<file path="config.mk">
export PLATFORM = sky130hd
export DESIGN_NAME = vid_target_ctrl
export DESIGN_NICKNAME = d
export VERILOG_FILES = /design/src/rtl/vid_pkg.sv /design/src/rtl/vid_ctrl_sync.sv /design/src/rtl/vid_edge_strobe.sv /design/src/rtl/vid_code_store.sv /design/src/rtl/vid_shift_arb.sv /design/src/rtl/vid_target_ctrl.sv
export SDC_FILE = /design/constraint.sdc
export NUM_CORES = 1
export LEC_CHECK = 0
export BUFFER_PORTS_ARGS = -buffer_cell sky130_fd_sc_hd__buf_4
export CELL_PAD_IN_SITES_DETAIL_PLACEMENT = 0
export CELL_PAD_IN_SITES_GLOBAL_PLACEMENT = 2
export CORE_MARGIN = 4
export CORE_UTILIZATION = 33
export DETAILED_ROUTE_END_ITERATION = 10
export PLACE_DENSITY = 0.9
export SLEW_MARGIN = 20
export SYNTH_ARGS = -nofsm -noshare
export SYNTH_HDL_FRONTEND = slang
export SYNTH_SLANG_ARGS = --single-unit
</file>
<file path="constraint.sdc">
create_clock -name clk -period 5 [get_ports clk]
set_input_delay 1 -clock clk [delete_from_list [all_inputs] [get_ports clk]]
set_output_delay 1 -clock clk [all_outputs]
set_load 0.01 [all_outputs]
</file>
<file path="src/rtl/vid_pkg.sv">
package vid_pkg;

    localparam int CODE_W = 5;
    localparam int MV_W   = 11;
    localparam int CTRL_W = 3;

    typedef logic [CODE_W-1:0] vid_code_t;
    typedef logic [MV_W-1:0]   mv_t;

    // Control levels in their synchronized form.
    typedef struct packed {
        logic mode_n;
        logic nap_n;
        logic park;
    } ctrl_t;

    // Which downward shift applies.
    typedef struct packed {
        logic batt;
        logic deep;
    } shift_t;

    localparam int HI_BASE_MV = 1750;
    localparam int HI_STEP_MV = 50;
    localparam int LO_BASE_MV = 975;
    localparam int LO_STEP_MV = 25;

    function automatic mv_t code_to_mv(input vid_code_t c);
        int idx;
        int mv;
        idx = int'(c[CODE_W-2:0]);
        if (c[CODE_W-1] == 1'b0)
            mv = HI_BASE_MV - HI_STEP_MV * idx;
        else
            mv = LO_BASE_MV - LO_STEP_MV * idx;
        return mv_t'(mv);
    endfunction

endpackage

</file>
<file path="src/rtl/vid_ctrl_sync.sv">
module vid_ctrl_sync #(
    parameter int                        STAGES  = 2,
    parameter logic [vid_pkg::CTRL_W-1:0] RST_VAL = 3'b110
) (
    input  logic                       clk,
    input  logic                       rst,
    input  logic [vid_pkg::CTRL_W-1:0] raw,
    output logic [vid_pkg::CTRL_W-1:0] synced
);
    localparam int W = vid_pkg::CTRL_W;

    logic [STAGES-1:0][W-1:0] chain;

    genvar s;
    generate
        for (s = 0; s < STAGES; s++) begin : g_stage
            always_ff @(posedge clk) begin
                if (rst)
                    chain[s] <= RST_VAL;
                else if (s == 0)
                    chain[s] <= raw;
                else
                    chain[s] <= chain[(s == 0) ? 0 : s-1];
            end
        end
    endgenerate

    assign synced = chain[STAGES-1];

endmodule

</file>
<file path="src/rtl/vid_edge_strobe.sv">
module vid_edge_strobe #(
    parameter logic RST_LEVEL = 1'b1
) (
    input  logic clk,
    input  logic rst,
    input  logic level,
    output logic strobe
);
    logic prev;

    always_ff @(posedge clk) begin
        if (rst)
            prev <= RST_LEVEL;
        else
            prev <= level;
    end

    assign strobe = level ^ prev;

    // every pulse reflects a level change seen on the previous clock
    AST_STROBE_ON_CHANGE: assert property (@(posedge clk) disable iff (rst)
        strobe |=> (prev != $past(prev)));
endmodule

</file>
<file path="src/rtl/vid_code_store.sv">
module vid_code_store #(
    parameter vid_pkg::vid_code_t RST_CODE  = 5'd31,
    parameter vid_pkg::vid_code_t PARK_CODE = 5'd19
) (
    input  logic               clk,
    input  logic               rst,
    input  logic               load,
    input  vid_pkg::vid_code_t vid_in,
    input  logic               park,
    output vid_pkg::vid_code_t code_sel
);
    vid_pkg::vid_code_t held;

    always_ff @(posedge clk) begin
        if (rst)
            held <= RST_CODE;
        else if (load)
            held <= vid_in;
    end

    always_comb begin
        if (park)
            code_sel = PARK_CODE;
        else
            code_sel = held;
    end

    AST_HOLD_WITHOUT_LOAD: assert property (@(posedge clk) disable iff (rst)
        !load |=> $stable(held));
    AST_LOAD_TAKES_INPUT: assert property (@(posedge clk) disable iff (rst)
        load |=> (held == $past(vid_in)));
    AST_RESET_CODE: assert property (@(posedge clk)
        $past(rst) |-> (held == RST_CODE));
endmodule

</file>
<file path="src/rtl/vid_shift_arb.sv">
module vid_shift_arb (
    input  vid_pkg::ctrl_t  ctrl,
    output vid_pkg::shift_t shift
);
    always_comb begin
        shift = '0;
        if (!ctrl.park) begin
            if (!ctrl.nap_n)
                shift.deep = 1'b1;
            else if (!ctrl.mode_n)
                shift.batt = 1'b1;
        end
    end
endmodule

</file>
<file path="src/rtl/vid_target_ctrl.sv">
module vid_target_ctrl #(
    parameter int                 SYNC_STAGES = 2,
    parameter vid_pkg::vid_code_t PARK_CODE   = 5'd19,
    parameter vid_pkg::vid_code_t RST_CODE    = 5'd31
) (
    input  logic        clk,
    input  logic        rst,
    input  logic [4:0]  vid_in,
    input  logic        mode_sel_n,
    input  logic        nap_n,
    input  logic        park,
    output logic [4:0]  code_used,
    output logic [10:0] target_mv,
    output logic        shift_batt,
    output logic        shift_deep
);
    import vid_pkg::*;

    ctrl_t     raw_ctrl;
    ctrl_t     sync_ctrl;
    logic      load;
    vid_code_t code_sel;
    shift_t    shift;

    assign raw_ctrl = '{mode_n: mode_sel_n, nap_n: nap_n, park: park};

    vid_ctrl_sync #(
        .STAGES  (SYNC_STAGES),
        .RST_VAL (3'b110)
    ) u_sync (
        .clk    (clk),
        .rst    (rst),
        .raw    (raw_ctrl),
        .synced (sync_ctrl)
    );

    vid_edge_strobe #(
        .RST_LEVEL (1'b1)
    ) u_edge (
        .clk    (clk),
        .rst    (rst),
        .level  (sync_ctrl.mode_n),
        .strobe (load)
    );

    vid_code_store #(
        .RST_CODE  (RST_CODE),
        .PARK_CODE (PARK_CODE)
    ) u_store (
        .clk      (clk),
        .rst      (rst),
        .load     (load),
        .vid_in   (vid_in),
        .park     (sync_ctrl.park),
        .code_sel (code_sel)
    );

    vid_shift_arb u_arb (
        .ctrl  (sync_ctrl),
        .shift (shift)
    );

    assign code_used  = code_sel;
    assign target_mv  = code_to_mv(code_sel);
    assign shift_batt = shift.batt;
    assign shift_deep = shift.deep;

    AST_SHIFT_EXCLUSIVE: assert property (@(posedge clk) disable iff (rst)
        !(shift_batt && shift_deep));
    AST_PARK_NO_SHIFT: assert property (@(posedge clk) disable iff (rst)
        sync_ctrl.park |-> (!shift_batt && !shift_deep));
    AST_PARK_CODE: assert property (@(posedge clk) disable iff (rst)
        sync_ctrl.park |-> (code_used == PARK_CODE));
    AST_TARGET_RANGE: assert property (@(posedge clk) disable iff (rst)
        (target_mv >= 11'd600) && (target_mv <= 11'd1750));
endmodule

</file>
==> summary.md <==
| Metric | Value |
|---|---|
| Num rows | 21 |
| Fillers | 348 |
| Register area share after synthesis | 20.9% |
| First-pass GRT wire length | 4.32 mm |
| Num CTS Buffers | 3 |
| Synth top area share | 20.9% |
| Register share of total power | 21.1% |
| RSZ-0062 raised after global routing | false |
| Max incr delay on CP | 0.57 ns |
| DR iter-0 viols | 21 |
| Yosys warning count | 0 |
| Post-synthesis compound-gate area fraction | 18.0% |
| Post CTS Setup Buffer Count | 0 |
| LEAKAGE | 0.000710 uW |
| Crit Path Category | reg2out |
| Cts repair resizes | 0 |
| CTS tree | built |
| Critical-path cell list | nand2b_1 > inv_1 > ha_1 > fa_1 > o21a_1 > a222oi_1 > xnor2_1 > a22oi_1 > buf_4 |
| Worst Max-Slew Pin Slew | 0.714 ns |
| Synth area leader | dfxtp_1 |
| Switching Share | 40.6% |
| Post-synthesis simple-gate area fraction | 22.0% |
| Synth Area in Adders | 20.9% |
| Layout cells sized above 1 | 24.3% |
| Largest family of logic cells by synthesized area | simple AND/OR/NAND/NOR gates |
| Number of port buffers | 27 |
| Mux contribution to synthesized area | 2.62% |
| Cell Pwr Density | 354 nW/um^2 |
| Placed insts | 211 |
| Max IR drop VDD | 0.251 mV |
| Post-route insts no fill | 215 |
| Antenna violations before repair | 0 |
| Number of I/O pins | 28 |
| CTS H-Tree Depth | 1 |
| Logic gate share of total power | 64.4% |
| Clk pwr share | 14.6% |
| Synth Flop Type | dfxtp_1 |
| Status | finished, final reports clean |
| GPL Wtd Cong | 0.815 |
| Ant diodes | 0 |
| Max-cap viol count | 0 |
| Synth Cell Area | 1150 um^2 |
| Internal | 302 uW |
| Post-Syn Instances | 140 |
| Ys async rst share | 0% |
| Die Width | 67.0 um |
| Final hold viol count | 0 |
| Vias in the first global route | 1,016 |
| Die area | 4480 um^2 |
| Hold Buf Count CTS | 0 |
| Post-DP HPWL | 2.19 mm |
| Master of the slowest instance on the critical path | dfxtp_1 |
| Crit path max fanout | 15 |
| Crit start category | flop |
| Placeable Area | 3340 um^2 |
| Most common cell after layout, fill and taps aside | buf_4 |
| Synth-to-Final Area Change | 25.2% |
| Clock-pin slew on the worst setup and hold paths | 0.07 ns |
| Post-synthesis sequential element count | 12 |
| Die height | 67.0 um |
| Fin Hold WS | 0.407 ns |
| # clock sinks | 12 |
| Post-synth EDFFs | 0 |
| Initial Util | 34.4% |
| Antenna-violating nets left | 0 |
| 1st-pass router iterations | 4 |
| F_max | 235 MHz |
| Clock Latency Late Sink | 0.26 ns |
| Max Slew Vio Count | 0 |
| DRC Markers | 0 |
| Total Nets Final | 198 |
| Routed Wire Length | 2.64 mm |
| CTS root buffer | clkbuf_4 |
| Top post-synthesis cells by area | dfxtp_1 (21%), ha_1 (17%), xnor2_1 (5.3%) |
| Crit share post-route | 85.1% |
| Crit path arrival time | 3.26 ns |
| Via density | 4.84 |
| Worst setup EP type | output pin |
| Largest net degree at the start of global routing | 16 |
| Final setup fails | 0 |
| Sw Pwr | 206 uW |
| WL/cell | 12.3 um |
| Most frequent cells in the layout | buf_4 (27), ha_1 (16), inv_1 (14) |
| GR Overflow Total | 0 |
| Synthesized area per cell | 8.20 um^2 |
| Synth unique cells | 33 |
| Clock buffer depth | 2 |
| Worst min path class | reg2reg |
| Slew margin rel. | 52.3% |
| Worst Clk Skew | 0.00355 ns |
| Worst EP required | 4.00 ns |
| Routed vias | 1,040 |
| Tot GR Track Use | 12.1% |
| Setup TNS | 0 ns |
| Post-Syn Nets | 168 |
| Synth Area in XOR/XNOR | 9.92% |
| Crit path time final | 4.26 ns |
-- power groups by stage --
stage	sequential, uW	clock (uW)	combinational [uW]
after floorplan	107	0	226
after global placement	109	0	324
after detailed placement	109	0	326
after CTS	107	78.1	328
after global routing	108	80.8	364
final	107	74.0	327
-- cell type report --
cell class	count	area, um^2	area share [%]
tap	46	57.6	4.01
timing repair buffer	27	203	14.1
multi-input combinational	111	843	58.7
clock buffer	4	36.3	2.53
inverter	15	56.3	3.92
sequential	12	240	16.7
-- routing by layer --
layer,GRT usage (%),vias up,wire [um]
li1,-,546,-
met1,14.2,476,1210
met2,22.9,18,1310
met3,3.04,0,120
met4,0.759,0,0
met5,0,-,0
-- path summary, 6_finish.rpt --
kind | startpoint | endpoint | slack [ns] | depth (start not counted)
worst max-delay path | u_sync.synced[0] | target_mv[9] | 0.74 | 9
worst min-delay path | u_sync.chain[1] | u_sync.synced[1] | 0.41 | 1
worst max register to register | u_sync.synced[2] | u_store.held[4] | 3.56 | 3
worst min register to register | u_sync.chain[1] | u_sync.synced[1] | 0.41 | 1
-- flip-flops by register name, indices dropped and copies added (netlist names) --
| register | flops |
|---|---|
| u_sync.synced | 3 |
| u_edge.prev | 1 |
| u_sync.chain | 3 |
| u_store.held | 5 |
-- cells by family (layout without fill, tap and decap cells) --
family | count (synthesis) | count (layout)
xor gates and xnor gates | 13 | 13
buffers and inverters | 17 | 46
DFF | 12 | 12
AOI/OAI and AO/OA | 29 | 29
adders and majority gates | 18 | 18
and+or+nand+nor | 48 | 48
muxes | 3 | 3
-- worst max-delay path: cells and delay by family (launching register included) --
family	cells	cell delay, ns
adder cells (fa/ha/maj)	2	0.98
AO/OA/AOI/OAI	3	0.75
flip-flops	1	0.57
buffers and inverters	2	0.33
AND/OR/NAND/NOR	1	0.23
XOR/XNOR	1	0.14
-- synthesized netlist by cell type, drive strengths merged (2+ instances only) --
cell type and instances:
ha 16, inv 14, nor2 14, dfxtp 12
or2 9, xnor2 7, a21oi 6, nand2 6
xor2 6, a211o 5, nor2b 5, nor3 4
o21ai 4, a211oi 3, mux2i 3, a21o 2
a22oi 2, clkbuf 2, fa 2, nand2b 2
nand3 2, nand3b 2, nor3b 2, o21a 2
-- per-stage QoR --
step	area, um^2	util [%]	worst slack, ns	power (uW)
4_1_cts	1440	43.0	0.698	514
2_1_floorplan	1150	-	1.25	334
6_report	1440	43.0	0.743	508
3_5_place_dp	1400	42.0	1.03	436
5_1_grt	1440	43.0	0.505	553
3_3_place_gp	1400	42.0	1.00	433
No activity file was read; power rests on OpenSTA's default activity.
